File: config.mk
export PLATFORM = sky130hd
export DESIGN_NAME = msi_ind_irq
export DESIGN_NICKNAME = d
export VERILOG_FILES = /design/src/rtl/msi_ind_pkg.sv /design/src/rtl/msi_route_lookup.sv /design/src/rtl/msi_bit_locate.sv /design/src/rtl/msi_ind_irq.sv
export SDC_FILE = /design/constraint.sdc
export NUM_CORES = 2
export LEC_CHECK = 0
export ABC_CLOCK_PERIOD_IN_PS = 10100
export CAP_MARGIN = 20
export CORE_MARGIN = 2
export CORE_UTILIZATION = 25
export DETAILED_ROUTE_END_ITERATION = 10
export DONT_BUFFER_PORTS = 1
export PLACE_DENSITY = 0.45
export SYNTH_ARGS = -nofsm -noshare
export SYNTH_HDL_FRONTEND = slang
export SYNTH_SLANG_ARGS = --single-unit
File: constraint.sdc
create_clock -name clk_i -period 10.1 [get_ports clk_i]
set_input_delay 1.515 -clock clk_i [delete_from_list [all_inputs] [get_ports clk_i]]
set_output_delay 1.515 -clock clk_i [all_outputs]
set_load 0.01 [all_outputs]
File: src/rtl/msi_ind_pkg.sv
package msi_ind_pkg;
  typedef enum logic [2:0] {
    ST_IDLE, ST_IND_RD, ST_IND_WAIT, ST_IND_WR, ST_SUM_RD, ST_SUM_WAIT, ST_SUM_WR
  } state_e;

  typedef enum logic {
    EVT_NO_FUNC   = 1'b0,
    EVT_IND_FAULT = 1'b1
  } evt_kind_e;

  localparam int ISC_W       = 3;
  localparam int IRQ_ISC_LSB = 27;
  localparam int IRQ_AI_BIT  = 31;
endpackage

File: src/rtl/msi_route_lookup.sv
module msi_route_lookup #(
  parameter int NUM_SLOTS = 32,
  parameter int FID_W     = 24,
  localparam int IDX_W    = $clog2(NUM_SLOTS)
) (
  input  logic [NUM_SLOTS-1:0]            slot_valid_i,
  input  logic [NUM_SLOTS-1:0][FID_W-1:0] slot_fid_i,
  input  logic [FID_W-1:0]                fid_i,
  output logic                            hit_o,
  output logic [IDX_W-1:0]                idx_o
);
  logic [NUM_SLOTS-1:0] match;

  for (genvar g = 0; g < NUM_SLOTS; g++) begin : g_match
    assign match[g] = slot_valid_i[g] && (slot_fid_i[g] == fid_i);
  end

  // lowest slot wins
  always_comb begin
    hit_o = 1'b0;
    idx_o = '0;
    for (int i = NUM_SLOTS - 1; i >= 0; i--) begin
      if (match[i]) begin
        hit_o = 1'b1;
        idx_o = IDX_W'(i);
      end
    end
  end

  always_comb begin
    if (hit_o) begin

      lookup_match_chk: assert (slot_valid_i[idx_o] && (slot_fid_i[idx_o] == fid_i));
    end
  end
endmodule

File: src/rtl/msi_bit_locate.sv
module msi_bit_locate #(
  parameter int ADDR_W = 16,
  parameter int OFF_W  = 12,
  parameter int VEC_W  = 8,
  localparam int SUM_W = ((OFF_W > VEC_W) ? OFF_W : VEC_W) + 1
) (
  input  logic [ADDR_W-1:0] base_i,
  input  logic [OFF_W-1:0]  off_i,
  input  logic [VEC_W-1:0]  vec_i,
  output logic [ADDR_W-1:0] addr_o,
  output logic [7:0]        mask_o
);
  logic [SUM_W-1:0] bit_pos;

  assign bit_pos = SUM_W'(off_i) + SUM_W'(vec_i);
  assign addr_o  = base_i + ADDR_W'(bit_pos[SUM_W-1:3]);
  // bit 0 of the bit number is the byte's MSB
  assign mask_o  = 8'h80 >> bit_pos[2:0];
endmodule

File: src/rtl/msi_ind_irq.sv
module msi_ind_irq
  import msi_ind_pkg::*;
#(
  parameter int NUM_SLOTS    = 32,
  parameter int VEC_W        = 8,
  parameter int ADDR_W       = 16,
  parameter int OFF_W        = 12,
  parameter int QUAL_VEC_LSB = 16,
  localparam int FID_W       = 32 - VEC_W,
  localparam int IDX_W       = $clog2(NUM_SLOTS)
) (
  input  logic              clk_i,
  input  logic              rst_ni,
  input  logic              wr_valid_i,
  input  logic [31:0]       wr_data_i,
  output logic              wr_ready_o,
  input  logic              rd_valid_i,
  output logic              rd_valid_o,
  output logic [31:0]       rd_data_o,
  input  logic              cfg_we_i,
  input  logic [IDX_W-1:0]  cfg_slot_i,
  input  logic              cfg_valid_i,
  input  logic [FID_W-1:0]  cfg_fid_i,
  input  logic [ADDR_W-1:0] cfg_ind_base_i,
  input  logic [OFF_W-1:0]  cfg_ind_off_i,
  input  logic [ADDR_W-1:0] cfg_sum_base_i,
  input  logic [OFF_W-1:0]  cfg_sum_off_i,
  input  logic [2:0]        cfg_isc_i,
  output logic              mem_req_o,
  output logic              mem_we_o,
  output logic              mem_lock_o,
  output logic [ADDR_W-1:0] mem_addr_o,
  output logic [7:0]        mem_wdata_o,
  input  logic              mem_gnt_i,
  input  logic              mem_rvalid_i,
  input  logic [7:0]        mem_rdata_i,
  input  logic              mem_err_i,
  output logic              irq_valid_o,
  output logic [31:0]       irq_word_o,
  output logic              evt_valid_o,
  output logic              evt_kind_o,
  output logic [FID_W-1:0]  evt_fid_o,
  output logic [31:0]       evt_qual_o
);
  // routing register file
  logic [NUM_SLOTS-1:0]             rt_valid_q;
  logic [NUM_SLOTS-1:0][FID_W-1:0]  rt_fid_q;
  logic [NUM_SLOTS-1:0][ADDR_W-1:0] rt_ind_base_q, rt_sum_base_q;
  logic [NUM_SLOTS-1:0][OFF_W-1:0]  rt_ind_off_q, rt_sum_off_q;
  logic [NUM_SLOTS-1:0][ISC_W-1:0]  rt_isc_q;

  always_ff @(posedge clk_i or negedge rst_ni) begin
    if (!rst_ni) begin
      rt_valid_q    <= '0;
      rt_fid_q      <= '0;
      rt_ind_base_q <= '0;
      rt_sum_base_q <= '0;
      rt_ind_off_q  <= '0;
      rt_sum_off_q  <= '0;
      rt_isc_q      <= '0;
    end else if (cfg_we_i) begin
      rt_valid_q[cfg_slot_i]    <= cfg_valid_i;
      rt_fid_q[cfg_slot_i]      <= cfg_fid_i;
      rt_ind_base_q[cfg_slot_i] <= cfg_ind_base_i;
      rt_sum_base_q[cfg_slot_i] <= cfg_sum_base_i;
      rt_ind_off_q[cfg_slot_i]  <= cfg_ind_off_i;
      rt_sum_off_q[cfg_slot_i]  <= cfg_sum_off_i;
      rt_isc_q[cfg_slot_i]      <= cfg_isc_i;
    end
  end

  logic [FID_W-1:0]  in_fid;
  logic [VEC_W-1:0]  in_vec;
  logic              lk_hit;
  logic [IDX_W-1:0]  lk_idx;
  logic [ADDR_W-1:0] ind_addr_d, sum_addr_d;
  logic [7:0]        ind_mask_d, sum_mask_d;

  assign in_fid = wr_data_i[31:VEC_W];
  assign in_vec = wr_data_i[VEC_W-1:0];

  msi_route_lookup #(.NUM_SLOTS(NUM_SLOTS), .FID_W(FID_W)) u_lookup (
    .slot_valid_i (rt_valid_q),
    .slot_fid_i   (rt_fid_q),
    .fid_i        (in_fid),
    .hit_o        (lk_hit),
    .idx_o        (lk_idx)
  );

  msi_bit_locate #(.ADDR_W(ADDR_W), .OFF_W(OFF_W), .VEC_W(VEC_W)) u_ind_loc (
    .base_i (rt_ind_base_q[lk_idx]),
    .off_i  (rt_ind_off_q[lk_idx]),
    .vec_i  (in_vec),
    .addr_o (ind_addr_d),
    .mask_o (ind_mask_d)
  );

  msi_bit_locate #(.ADDR_W(ADDR_W), .OFF_W(OFF_W), .VEC_W(VEC_W)) u_sum_loc (
    .base_i (rt_sum_base_q[lk_idx]),
    .off_i  (rt_sum_off_q[lk_idx]),
    .vec_i  ('0),
    .addr_o (sum_addr_d),
    .mask_o (sum_mask_d)
  );

  state_e            state_q;
  logic [ADDR_W-1:0] ind_addr_q, sum_addr_q;
  logic [7:0]        ind_mask_q, sum_mask_q, old_q;
  logic [ISC_W-1:0]  isc_q;
  logic              evt_valid_q, evt_kind_q, irq_valid_q, rd_valid_q;
  logic [FID_W-1:0]  evt_fid_q;
  logic [31:0]       evt_qual_q, irq_word_q;
  logic              on_ind;

  always_ff @(posedge clk_i or negedge rst_ni) begin
    if (!rst_ni) begin
      state_q     <= ST_IDLE;
      ind_addr_q  <= '0;
      sum_addr_q  <= '0;
      ind_mask_q  <= '0;
      sum_mask_q  <= '0;
      old_q       <= '0;
      isc_q       <= '0;
      evt_valid_q <= 1'b0;
      evt_kind_q  <= 1'b0;
      evt_fid_q   <= '0;
      evt_qual_q  <= '0;
      irq_valid_q <= 1'b0;
      irq_word_q  <= '0;
      rd_valid_q  <= 1'b0;
    end else begin
      evt_valid_q <= 1'b0;
      irq_valid_q <= 1'b0;
      rd_valid_q  <= rd_valid_i;
      unique case (state_q)
        ST_IDLE: if (wr_valid_i) begin
          if (lk_hit) begin
            ind_addr_q <= ind_addr_d;
            ind_mask_q <= ind_mask_d;
            sum_addr_q <= sum_addr_d;
            sum_mask_q <= sum_mask_d;
            isc_q      <= rt_isc_q[lk_idx];
            state_q    <= ST_IND_RD;
          end else begin
            evt_valid_q <= 1'b1;
            evt_kind_q  <= EVT_NO_FUNC;
            evt_fid_q   <= in_fid;
            evt_qual_q  <= 32'(in_vec) << QUAL_VEC_LSB;
          end
        end
        ST_IND_RD: if (mem_gnt_i) state_q <= ST_IND_WAIT;
        ST_IND_WAIT: if (mem_rvalid_i) begin
          if (mem_err_i) begin
            evt_valid_q <= 1'b1;
            evt_kind_q  <= EVT_IND_FAULT;
            evt_fid_q   <= '0;
            evt_qual_q  <= '0;
            state_q     <= ST_SUM_RD;  // summary still attempted
          end else begin
            old_q   <= mem_rdata_i;
            state_q <= ST_IND_WR;
          end
        end
        ST_IND_WR: if (mem_gnt_i) state_q <= ST_SUM_RD;
        ST_SUM_RD: if (mem_gnt_i) state_q <= ST_SUM_WAIT;
        ST_SUM_WAIT: if (mem_rvalid_i) begin
          if (mem_err_i) begin
            evt_valid_q <= 1'b1;
            evt_kind_q  <= EVT_IND_FAULT;
            evt_fid_q   <= '0;
            evt_qual_q  <= '0;
            state_q     <= ST_IDLE;
          end else begin
            old_q   <= mem_rdata_i;
            state_q <= ST_SUM_WR;
          end
        end
        ST_SUM_WR: if (mem_gnt_i) begin
          if (old_q == 8'h00) begin
            irq_valid_q <= 1'b1;
            irq_word_q  <= (32'(isc_q) << IRQ_ISC_LSB) | (32'd1 << IRQ_AI_BIT);
          end
          state_q <= ST_IDLE;
        end
        default: state_q <= ST_IDLE;
      endcase
    end
  end

  assign on_ind      = (state_q == ST_IND_RD) || (state_q == ST_IND_WAIT) || (state_q == ST_IND_WR);
  assign wr_ready_o  = (state_q == ST_IDLE);
  assign mem_req_o   = (state_q == ST_IND_RD) || (state_q == ST_IND_WR) ||
                       (state_q == ST_SUM_RD) || (state_q == ST_SUM_WR);
  assign mem_we_o    = (state_q == ST_IND_WR) || (state_q == ST_SUM_WR);
  assign mem_lock_o  = (state_q != ST_IDLE);
  assign mem_addr_o  = on_ind ? ind_addr_q : sum_addr_q;
  assign mem_wdata_o = old_q | (on_ind ? ind_mask_q : sum_mask_q);
  assign rd_valid_o  = rd_valid_q;
  assign rd_data_o   = rd_valid_q ? 32'hFFFF_FFFF : 32'h0;
  assign irq_valid_o = irq_valid_q;
  assign irq_word_o  = irq_word_q;
  assign evt_valid_o = evt_valid_q;
  assign evt_kind_o  = evt_kind_q;
  assign evt_fid_o   = evt_fid_q;
  assign evt_qual_o  = evt_qual_q;


  no_func_evt_chk: assert property (@(posedge clk_i) disable iff (!rst_ni)
    (wr_valid_i && wr_ready_o && !lk_hit) |=> (evt_valid_o && !evt_kind_o && !mem_req_o));

  busy_after_accept_chk: assert property (@(posedge clk_i) disable iff (!rst_ni)
    (wr_valid_i && wr_ready_o && lk_hit) |=> (!wr_ready_o && mem_req_o && !mem_we_o));

  locked_write_chk: assert property (@(posedge clk_i) disable iff (!rst_ni)
    (mem_req_o && mem_we_o) |-> mem_lock_o);

  irq_after_sum_write_chk: assert property (@(posedge clk_i) disable iff (!rst_ni)
    irq_valid_o |-> $past(mem_req_o && mem_we_o && mem_gnt_i));

  irq_word_fmt_chk: assert property (@(posedge clk_i) disable iff (!rst_ni)
    irq_valid_o |-> (irq_word_o[31:30] == 2'b10 && irq_word_o[26:0] == 27'd0));

  fault_evt_zero_chk: assert property (@(posedge clk_i) disable iff (!rst_ni)
    (evt_valid_o && evt_kind_o) |-> (evt_fid_o == '0 && evt_qual_o == 32'd0));

  read_ones_chk: assert property (@(posedge clk_i) disable iff (!rst_ni)
    rd_valid_i |=> (rd_valid_o && rd_data_o == 32'hFFFF_FFFF));
endmodule

==> metrics.yaml <==
outcome: "finished, violations left"
violations: "slew limit"
startpoint_type: "input pin"
power.total_uw: 31800
hold_path_class: "input pin to async pin"
fp.dieArea_um2: 553000
synth.yosys.seq_area_share: 0.510
grt_pass1_wl_um: 683000
synth-seq-cells: 2790
synthArstFlopShare: 1.00
yosys_warnings: 0
nets: 10498
topRoutingLayerUsed: "met4"
wl_met3_um: 17700
drv_slew: 67
root_buffer: "clkbuf_16"
vias_per_cell: 4.82
gp_congestion: 0.772
start_util: 0.251
cp_common_cell: "a21oi_1"
drt-total-wl_um: 476000
drc: 0
dp_slack_ps: 11.1
ant_nets: 0
synth.largest_area_cell: "dfrtp_1"
die_x_um: 744
initialDrtViolationCount: 5514
rsz0062_at_grt: "no"
dp.final_hpwl_um: 266000
synth_area_leaders: "dfrtp_1 51%, mux2_2 23%, mux2i_1 5.1%"
area_growth_pct: 12.8
gr-total-overflow: 0
grt_max_degree: 237
fin_skew_ps: 82.3
max_freq_mhz: 110
finalSetupViolCount: 0
grt_pass1_vias: 88613
finalHoldViolations: 0
ys_types: 94
clkTransAtPathRegs_ps: 60
drive_above_1_share: 0.335
clock_path_buffers: 4
firstDrtPassIters: 5
via_count: 85879
grt.total_usage: 0.168
fin_crit_sh: 0.900
clkLatencyLatePin_ps: 990
fin_util: 0.283
wl_met1_um: 219000
netlist_instances: 10801
cts.sink_count: 2790
routedWlPerCell_um: 26.7
ios: 289
htreeDepth: 5
critPathMaxStageDelay_ps: 880
portBuffers: 0
syn-cell-area_um2: 137000
cpMaxStageDelayCell: "a221oi_2"
maxCapViolCount: 0
ys.flop_type: "dfrtp_1"
tightest_slew_ps: 1560
synth_area_per_cell_um2: 12.7
die_h_um: 744
slew_headroom: -0.0374
cellPowerDensity_nw_per_um2: 206
cts_tree: "done"
cp.arrival_ps: 9950
cts_resized: 0
synth_top_area_share: 0.510
crit_type: "input pin to register"
synth_edf_count: 0
cts_buffers: 323
min_period_ps: 9090
postCtsSetupBuffers: 0
wl_met2_um: 230000
power_leakage_uw: 0.0687
core_um2: 545000
finalSetupTns_ps: 0
worstPathRequired_ps: 10960
antenna_found_initial: 27
cp_max_fo: 34
cts_hold_buf: 0
ir_drop_uv: 128
crit_path_end_kind: "register"
fin_ws_ps: 1010
row_count: 271
[state kept, by name, indices dropped and copies added, names as in the netlist, 3 cells and up]
name and cells:
evt_fid_o 24, evt_qual_o 8, ind_addr_q 16, ind_mask_q 8, irq_word_o 4, isc_q 3
old_q 8, rt_fid_q 768, rt_ind_base_q 512, rt_ind_off_q 384, rt_isc_q 96, rt_sum_base_q 512
rt_sum_off_q 384, rt_valid_q 32, state_q 3, sum_addr_q 16, sum_mask_q 8
[synth_stat cells (9+ instances only)]
cell type and number:
a22o_1 36, nand4_1 203, nor3b_1 13, nand2_1 346, or4_1 10, inv_1 28
ha_1 27, mux2_2 2748, buf_6 57, buf_4 159, nand2b_1 17, o21ai_0 58
nor4_1 133, nor2b_1 71, nor3_1 103, a21oi_1 283, and2_1 289, a21o_1 54
buf_2 130, a31oi_1 9, nor4b_1 37, nand3_1 84, dfrtp_1 2790, mux2i_1 700
clkbuf_1 672, o211ai_1 26, buf_1 36, nand4b_1 11, o21bai_1 11, xnor2_1 433
or3_1 9, nor2_1 101, nand3b_1 20, and3_1 37, xor2_1 372, a211oi_1 562
[per-layer routing]
layer | global-route usage | vias up
met2 | 0.288 | 1487
met4 | 0.0326 | 0
li1 | - | 37778
met5 | 0 | -
met3 | 0.0219 | 518
met1 | 0.228 | 46096
[worst max-delay path, delay by kind of cell]
family | cells | cell delay (ps)
xor+xnor | 3 | 470
compound gates | 19 | 4610
fa+ha+maj | 2 | 560
simple gates | 8 | 2060
mux | 1 | 270
buf+inv | 2 | 370
[kinds of logic (layout without fill, tap and decap cells)]
group | count (synthesis) | after routing | synth area share
buffers and inverters | 1085 | 822 | 0.0385
other | 1 | 57 | 0.0000274
adder cells (fa/ha/maj) | 30 | 30 | 0.00291
XOR/XNOR | 806 | 806 | 0.0517
AND/OR/NAND/NOR | 1524 | 1524 | 0.0622
flip-flops | 2790 | 2790 | 0.510
multiplexers | 3456 | 3456 | 0.279
AO/OA/AOI/OAI | 1109 | 1109 | 0.0556
[cells in the final DEF (no fill, tap or decap), types with 17 or more instances in the layout]
master / Yosys / routed
dfrtp_1: 2790 / 2789
mux2_2: 2748 / 2748
mux2i_1: 700 / 700
a211oi_1: 562 / 562
xnor2_1: 433 / 433
xor2_1: 372 / 372
nand2_1: 346 / 330
clkbuf_16: 0 / 330
and2_1: 289 / 289
a21oi_1: 283 / 283
nand4_1: 203 / 203
buf_4: 159 / 164
nor4_1: 133 / 133
nor3_1: 103 / 103
nand3_1: 84 / 83
nor2_1: 101 / 82
clkbuf_8: 0 / 78
clkbuf_1: 672 / 74
nor2b_1: 71 / 71
o21ai_0: 58 / 58
clkinv_2: 0 / 55
a21o_1: 54 / 54
conb_1: 1 / 52
and3_1: 37 / 37
nor4b_1: 37 / 37
a22o_1: 36 / 35
buf_12: 0 / 29
inv_1: 28 / 28
ha_1: 27 / 27
o211ai_1: 26 / 26
nand3b_1: 20 / 20
nor2_4: 1 / 19
bufinv_16: 0 / 18
nand2b_1: 17 / 17
nand2_4: 1 / 17
[per-stage QoR]
stage          instance area (um^2)  hold slack (ps)  cells
3_5_place_dp                 143000              459  17238
6_report                     154000              247  17828
4_1_cts                      154000              143  17821
5_1_grt                      154000              195  17824
2_1_floorplan                137000              433  10852
3_3_place_gp                 143000              461  17237
[worst paths after layout]
| check | to | slack (ps) | cells past startpoint | startpoint |
|---|---|---|---|---|
| min | rt_sum_off_q[129]$_DFFE_PN0P_ | 250 | 0 | rst_ni |
| max in group asynchronous | rt_fid_q[442]$_DFFE_PN0P_ | 4140 | 6 | rst_ni |
| min in group clk_i | ind_mask_q[7]$_DFFE_PN0P_ | 480 | 1 | ind_mask_q[7]$_DFFE_PN0P_ |
| max reg2reg | ind_addr_q[14]$_DFFE_PN0P_ | 1200 | 35 | rt_fid_q[664]$_DFFE_PN0P_ |
| min reg2reg | ind_mask_q[7]$_DFFE_PN0P_ | 480 | 1 | ind_mask_q[7]$_DFFE_PN0P_ |
| max | ind_addr_q[14]$_DFFE_PN0P_ | 1010 | 35 | wr_data_i[23] |
[area by class of cell]
| class | instances | area, um^2 |
|---|---|---|
| Inverter | 30 | 113 |
| Antenna cell | 5 | 12.5 |
| Timing Repair Buffer | 209 | 2230 |
| Multi-Input combinational cell | 6977 | 62200 |
| Fill cell | 55861 | 391000 |
| Sequential cell | 2790 | 69800 |
| Clock buffer | 482 | 9610 |
| Tap cell | 7234 | 9050 |
| Clock inverter | 101 | 1170 |
[power by group]
| part | total, uW | switching, uW | internal [uW] |
|---|---|---|---|
| sequential | 14600 | 1280 | 13400 |
| combinational | 5000 | 2200 | 2800 |
| clock | 12100 | 5090 | 7060 |
Note: power is estimated with default switching activity, not from simulation.
